[src/rtl/pcu_pkg.sv]
package pcu_pkg;

    // Which source wins the program counter update this cycle.
    typedef enum logic [2:0] {
        PCU_SEL_HOLD = 3'd0,
        PCU_SEL_INC  = 3'd1,
        PCU_SEL_LO   = 3'd2,
        PCU_SEL_BR   = 3'd3,
        PCU_SEL_RET  = 3'd4
    } pcu_sel_e;

endpackage

[src/rtl/pcu_arbiter.sv]
module pcu_arbiter
    import pcu_pkg::*;
(
    input  logic     ret_en,
    input  logic     br_en,
    input  logic     lo_wr,
    input  logic     step_en,
    output pcu_sel_e sel
);

    // Fixed priority: return, then jump/call, then low-byte write, then step.
    always_comb begin
        if (ret_en)       sel = PCU_SEL_RET;
        else if (br_en)   sel = PCU_SEL_BR;
        else if (lo_wr)   sel = PCU_SEL_LO;
        else if (step_en) sel = PCU_SEL_INC;
        else              sel = PCU_SEL_HOLD;
    end

endmodule

[src/rtl/pcu_page_latch.sv]
module pcu_page_latch #(
    parameter int LAT_W = 5
) (
    input  logic             clk,
    input  logic             rst_n,
    input  logic             wr,
    input  logic [LAT_W-1:0] wdata,
    output logic [LAT_W-1:0] lat
);

    logic [LAT_W-1:0] lat_d, lat_q;

    always_comb begin
        lat_d = lat_q;
        if (wr) lat_d = wdata;
    end

    always_ff @(posedge clk or negedge rst_n) begin
        if (!rst_n) lat_q <= '0;
        else        lat_q <= lat_d;
    end

    assign lat = lat_q;

endmodule

[src/rtl/pcu_next_pc.sv]
module pcu_next_pc
    import pcu_pkg::*;
#(
    parameter int PC_W  = 13,
    parameter int LO_W  = 8,
    parameter int BR_W  = 11,
    parameter int LAT_W = 5
) (
    input  pcu_sel_e         sel,
    input  logic [PC_W-1:0]  pc_cur,
    input  logic [LAT_W-1:0] lat,
    input  logic [LO_W-1:0]  lo_wdata,
    input  logic [BR_W-1:0]  br_field,
    input  logic [PC_W-1:0]  ret_addr,
    output logic [PC_W-1:0]  pc_seq,
    output logic [PC_W-1:0]  pc_nxt
);

    localparam int HI_W = PC_W - LO_W;   // upper bits filled on a low-byte write
    localparam int PG_W = PC_W - BR_W;   // page bits filled on a jump or call

    logic [PC_W-1:0] lo_target;
    logic [PC_W-1:0] br_target;

    // Next sequential address; the sum is truncated to PC_W bits, so it wraps.
    assign pc_seq = pc_cur + PC_W'(1);

    // Low-byte write: the latch supplies the upper bits, nothing comes from pc_cur.
    assign lo_target = {lat[HI_W-1:0], lo_wdata};

    // Jump or call: only the top PG_W bits of the latch are used.
    assign br_target = {lat[HI_W-1 -: PG_W], br_field};

    always_comb begin
        unique case (sel)
            PCU_SEL_RET: pc_nxt = ret_addr;
            PCU_SEL_BR:  pc_nxt = br_target;
            PCU_SEL_LO:  pc_nxt = lo_target;
            PCU_SEL_INC: pc_nxt = pc_seq;
            default:     pc_nxt = pc_cur;
        endcase
    end

endmodule

[src/rtl/pc_paged_unit.sv]
module pc_paged_unit
    import pcu_pkg::*;
#(
    parameter int PC_W  = 13,
    parameter int LO_W  = 8,
    parameter int BR_W  = 11,
    parameter int LAT_W = PC_W - LO_W
) (
    input  logic              clk,
    input  logic              rst_n,
    input  logic              step_en,
    input  logic              lo_wr,
    input  logic [LO_W-1:0]   lo_wdata,
    input  logic              br_en,
    input  logic [BR_W-1:0]   br_field,
    input  logic              ret_en,
    input  logic [PC_W-1:0]   ret_addr,
    input  logic              lat_wr,
    input  logic [LAT_W-1:0]  lat_wdata,
    output logic [PC_W-1:0]   pc,
    output logic [LO_W-1:0]   pc_lo,
    output logic [PC_W-1:0]   push_addr
);

    typedef struct packed {
        logic [PC_W-1:0] pc;
    } pcu_state_t;

    pcu_state_t       st_d, st_q;
    pcu_sel_e         sel;
    logic [LAT_W-1:0] lat_q;
    logic [PC_W-1:0]  pc_seq;
    logic [PC_W-1:0]  pc_nxt;

    pcu_arbiter u_arb (
        .ret_en  (ret_en),
        .br_en   (br_en),
        .lo_wr   (lo_wr),
        .step_en (step_en),
        .sel     (sel)
    );

    pcu_page_latch #(.LAT_W(LAT_W)) u_lat (
        .clk   (clk),
        .rst_n (rst_n),
        .wr    (lat_wr),
        .wdata (lat_wdata),
        .lat   (lat_q)
    );

    pcu_next_pc #(
        .PC_W  (PC_W),
        .LO_W  (LO_W),
        .BR_W  (BR_W),
        .LAT_W (LAT_W)
    ) u_nxt (
        .sel      (sel),
        .pc_cur   (st_q.pc),
        .lat      (lat_q),
        .lo_wdata (lo_wdata),
        .br_field (br_field),
        .ret_addr (ret_addr),
        .pc_seq   (pc_seq),
        .pc_nxt   (pc_nxt)
    );

    always_comb begin
        st_d    = st_q;
        st_d.pc = pc_nxt;
    end

    always_ff @(posedge clk or negedge rst_n) begin
        if (!rst_n) st_q <= '0;
        else        st_q <= st_d;
    end

    assign pc        = st_q.pc;
    assign pc_lo     = st_q.pc[LO_W-1:0];
    assign push_addr = pc_seq;

endmodule

[config.mk]
export PLATFORM = sky130hd
export DESIGN_NAME = pc_paged_unit
export DESIGN_NICKNAME = d
export VERILOG_FILES = /design/src/rtl/pcu_pkg.sv /design/src/rtl/pcu_arbiter.sv /design/src/rtl/pcu_page_latch.sv /design/src/rtl/pcu_next_pc.sv /design/src/rtl/pc_paged_unit.sv
export SDC_FILE = /design/constraint.sdc
export NUM_CORES = 1
export LEC_CHECK = 0
export ABC_AREA = 1
export BUFFER_PORTS_ARGS = -buffer_cell sky130_fd_sc_hd__buf_4
export CAP_MARGIN = 20
export CORE_AREA = 2 2 62 70
export CTS_BUF_LIST = sky130_fd_sc_hd__clkbuf_4 sky130_fd_sc_hd__clkbuf_8
export CTS_CLUSTER_DIAMETER = 120
export CTS_CLUSTER_SIZE = 12
export DETAILED_ROUTE_END_ITERATION = 12
export DIE_AREA = 0 0 64 72
export GPL_TIMING_DRIVEN = 0
export PLACE_DENSITY_LB_ADDON = 0.12
export SETUP_SLACK_MARGIN = 0.1
export SYNTH_ARGS = -nofsm -noshare
export SYNTH_HDL_FRONTEND = slang
export SYNTH_HIERARCHICAL = 1
export SYNTH_SLANG_ARGS = --single-unit
[constraint.sdc]
create_clock -name clk -period 1.2 [get_ports clk]
set_input_delay 0.12 -clock clk [delete_from_list [all_inputs] [get_ports clk]]
set_output_delay 0.12 -clock clk [all_outputs]
set_load 0.01 [all_outputs]
Yosys cells after proc, flatten, opt, wreduce, memory -nomap -nowiden
Cells that the tools add are included.
W data, S select, Z words.
Operators by class
  reductions and logical operators: 1
  $add $sub $neg: 1
  muxes and demuxes: 5
  equal/unequal tests: 4
Operators by type and width (number)
  $pmux W13 S4: 1
  $add A13 B1 Y13 const B: 1
  $mux W3: 3
  $eq A3 B2 Y1 const B: 2
  $reduce_bool A4 Y1: 1
  $eq A3 B1 Y1 const B: 1
  $eq A3 B3 Y1 const B: 1
  $mux W1: 1
Storage, ports and cells
  bits of input ports: 44
  logic and storage cells: 13
  bits in registers: 18

Logic depth before layout (Yosys ltp)
  depth in word-level cells: 6
  gate-level depth with buffers: 10
  mapped depth without buffers: 10

Modules after synthesis
The synthesis kept the hierarchy.
By module, submodules not included
  pcu_next_pc: sequential area each 0.0 um^2, area an instance 833.3 um^2, cells each 179, instances 1
  pc_paged_unit: sequential area each 325.3 um^2, area an instance 385.4 um^2, cells each 21, instances 1
  pcu_page_latch: sequential area each 125.1 um^2, area an instance 185.2 um^2, cells each 21, instances 1
  pcu_arbiter: sequential area each 0.0 um^2, area an instance 35.0 um^2, cells each 6, instances 1

Least setup slack after synthesis
OpenSTA, ideal clock, no wires.
  path type: register to register
  start point: register st_q (netlist bit pc[0])
  end point: register st_q (netlist bit pc[10])
  slack: -202 ps
  buffers on the path: 0
  period minus slack after synthesis: 1402 ps
  data arrival time: 1284 ps
  cell stages (with the launch flop): 9
  path through: dfrtp_1 > ha_1 > nand3_1 > nor2_1 > nand2_1 > nand2_1 > nand2_1 > nand2_1 > nand2_1
On the way
  longest elaborated chain between the ends: 2
RTL lines
  start: declaration: line pc_paged_unit.sv:29  | pcu_state_t st_d, st_q;
  start signal: assignment: line pc_paged_unit.sv:74  | else st_q <= st_d;
  $add A13 B1 Y13: line pcu_next_pc.sv:26  | assign pc_seq = pc_cur + PC_W'(1);
  named net push_addr[10]: line pc_paged_unit.sv:22  | output logic [PC_W-1:0] push_addr
  $pmux W13 S4: line pcu_next_pc.sv:35  | unique case (sel)
  named net pc_nxt[10]: line pc_paged_unit.sv:33  | logic [PC_W-1:0] pc_nxt;
The timed path passes the listed nets, and every way through them passes these cells.
A chain may end at the register's enable or synchronous reset.

Worst setup path in the final report
  start point: register st_q (netlist bit pc[1])
  end point: output port push_addr[6]
On the way
  longest elaborated chain between the ends: 1
RTL lines (line)
  $add A13 B1 Y13: pcu_next_pc.sv:26
  end: declaration: pc_paged_unit.sv:22
Every way passes these cells.

==> impl_metrics.toml <==
[clocking]
cts_max_level = 1
cts_tree = "done"
clk_pin_slew_ns = 0.08
cts_root_buffer = "clkbuf_8"
cts.sinks = 18
cts_buffers = 3
clk_latency_ns = 0.26
clk_path_buf_depth = 2

[critical_path]
crit_slowest_cell = "dfrtp_2"
arrival_ns = 1.50
r2r_setup_slack_ns = -0.19
timing.rr.start = "pc[1]"
ff2ff_path_depth = 8
crit_family = "flip-flops"
cp.required_ns = 1.08
slowest_delay_ns = 0.42
path_class = "reg2out"
end_kind = "output pin"
cp-start-kind = "register"
worstReg2RegEnd = "pc[8]"
path_cells = "ha_4 > nand3_4 > o21bai_1 > and2_4 > buf_6"
timing.critical_path.buf_inv = 1
worst-path-max-fanout = 4

[routing]
wl_per_cell_um = 13.2
first_pass_iters = 4
via_per_inst = 4.74
drc = 0
drt_iter0_markers = 91
vias = 1868
drtAntennaViolNets = 0
wl_um = 5210

[timing]
worst_slew_pin_slew_ns = 0.294
setup_viol = 25
hold_violations = 0
setup_tns_ns = -5.38
fin_crit_sh = 1.35
fin_worst_skew_ns = 0.00133
slew-limit-headroom = 0.803
rsz0062_at_grt = "yes"
slew_violations = 0
holdWs_ns = 0.0497
max_freq_ghz = 0.617
period_needed_ns = 1.62
fin_ws_ns = -0.421

[min_path]
min_path_cells = 3
hold_end = "u_lat/lat[3]"
hold_class = "in2reg"
hp-start = "lat_wdata[3]"

[logic_synthesis]
synth-seq-cells = 18
ys_types = 22
syn_area_mm2 = 0.00144
synth.avg_cell_area_um2 = 6.34
syn_inst = 227
synth_nets = 272
ys_warn_count = 6
ys_seq_area_frac = 0.313

[layout]
syn_to_final_growth_pct = 93.7
fin_cells = 394
antenna_cells = 0
layout_common_cells = "85 x nand2_1, 83 x buf_4, 35 x buf_6"
nets = 388
drive_gt1_frac = 0.541
final_common_cell = "nand2_1"
final_util = 0.719

[status]
status = "finished, violations left"
violations = "setup timing"

[placed_design]
io_buffers = 77
gp_congestion = 0.765
dpl.hpwl_um = 3270
place_inst = 356
dp_slack_ns = -0.242

[die]
io_pins = 78
die_y_um = 72
die_area_mm2 = 0.00461
die_w_um = 64
core-area_mm2 = 0.00387
std_cell_rows = 24
initial_core_util = 0.371

[power]
leakage_nw = 1.41
power.density_mw_per_mm2 = 1200
irDropWorstVdd_mv = 0.617

[global_route]
overflow = 0
grt_pass1_vias = 1785
grt_max_degree = 19
antenna_found_initial = 0
grt_pass1_wl_um = 7810
grt_usage = 0.214

[run]
maxCapViolCount = 0
layout make-up:
type	count	area, µm²
inverter	27	109
fill	296	1090
tap	52	65.1
sequential	18	462
timing repair buffer	112	993
buffer	11	109
clock buffer	4	55.1
multi-input combinational	170	993
power breakdown:
part,total [mW],switching [mW],internal (mW)
clock,0.524,0.231,0.292
sequential,0.877,0.154,0.722
combinational,1.94,0.816,1.12
stage by stage:
stage               power (mW)  area (µm²)
detailed placement        2.18        2170
global route              3.53        2790
global placement          2.17        2170
finish                    3.34        2790
CTS                       3.06        2520
floorplan                 1.56        1530
tightest hold or removal path: cells and delay by family:
kind	cells	cell delay (ns)
buffers and inverters	1	0.07
AND/OR/NAND/NOR	2	0.09
sequential cells by signal, summed over array words and instances, names as in the netlist:
name and count:
pc 13, u_lat/lat 5
Yosys cell counts:
| cell type | number | area share |
|---|---|---|
| dfrtp_1 | 18 | 0.31 |
| nand4_1 | 12 | 0.052 |
| o21ai_2 | 1 | 0.0061 |
| nand2_1 | 96 | 0.25 |
| and2_1 | 7 | 0.030 |
| o21ai_0 | 2 | 0.0070 |
| xnor2_1 | 1 | 0.0061 |
| nor2_2 | 4 | 0.017 |
| a21oi_2 | 2 | 0.012 |
| nor2_4 | 1 | 0.0078 |
| o21bai_1 | 2 | 0.010 |
| xor2_1 | 2 | 0.012 |
| nor2_1 | 12 | 0.031 |
| nand3_1 | 20 | 0.070 |
| nand2_2 | 3 | 0.013 |
| buf_6 | 2 | 0.016 |
| inv_2 | 5 | 0.013 |
| buf_4 | 10 | 0.052 |
| inv_1 | 22 | 0.057 |
| a21oi_1 | 3 | 0.010 |
| nor3_1 | 1 | 0.0035 |
| ha_1 | 1 | 0.0087 |
logic make-up (layout without fill, tap and decap cells):
kind of cell,Yosys count,count (layout),share of synthesized area
and+or+nand+nor,156,156,0.476
buffers and inverters,39,154,0.138
DFF,18,18,0.313
AOI/OAI and AO/OA,10,10,0.0461
xor gates and xnor gates,3,3,0.0183
adders and majority gates,1,1,0.00869
metal layers:
metal | part of all wire | wire, µm | track usage | vias to the layer above
met2 | 0.53 | 2750 | 0.391 | 52
met5 | 0 | 0 | 0 | -
met4 | 0.012 | 63 | 0.0870 | 0
li1 | - | - | - | 934
met1 | 0.42 | 2190 | 0.248 | 876
met3 | 0.041 | 216 | 0.0326 | 6
what timing repair did:
item / in CTS / in global routing
setup buffers: 21 / 18
cloned: 0 / 1
endpoints found under the setup margin: 30 / 40
hold endpoints to repair: 18 / 0
pin swaps: 15 / 22
hold buffers: 1 / 0
gates resized for setup: 33 / 46
worst max path at each step:
stage / from / to / slack (ns) / cells after the start
global placement: pc[2] / push_addr[9] / -0.22 / 6
global route: pc[1] / push_addr[8] / -0.50 / 7
finish: pc[1] / push_addr[6] / -0.42 / 5
detailed placement: pc[2] / push_addr[9] / -0.24 / 6
floorplan: pc[1] / push_addr[12] / -0.01 / 6
CTS: pc[0] / push_addr[12] / -0.38 / 6
(Power assumes the default switching activity.)
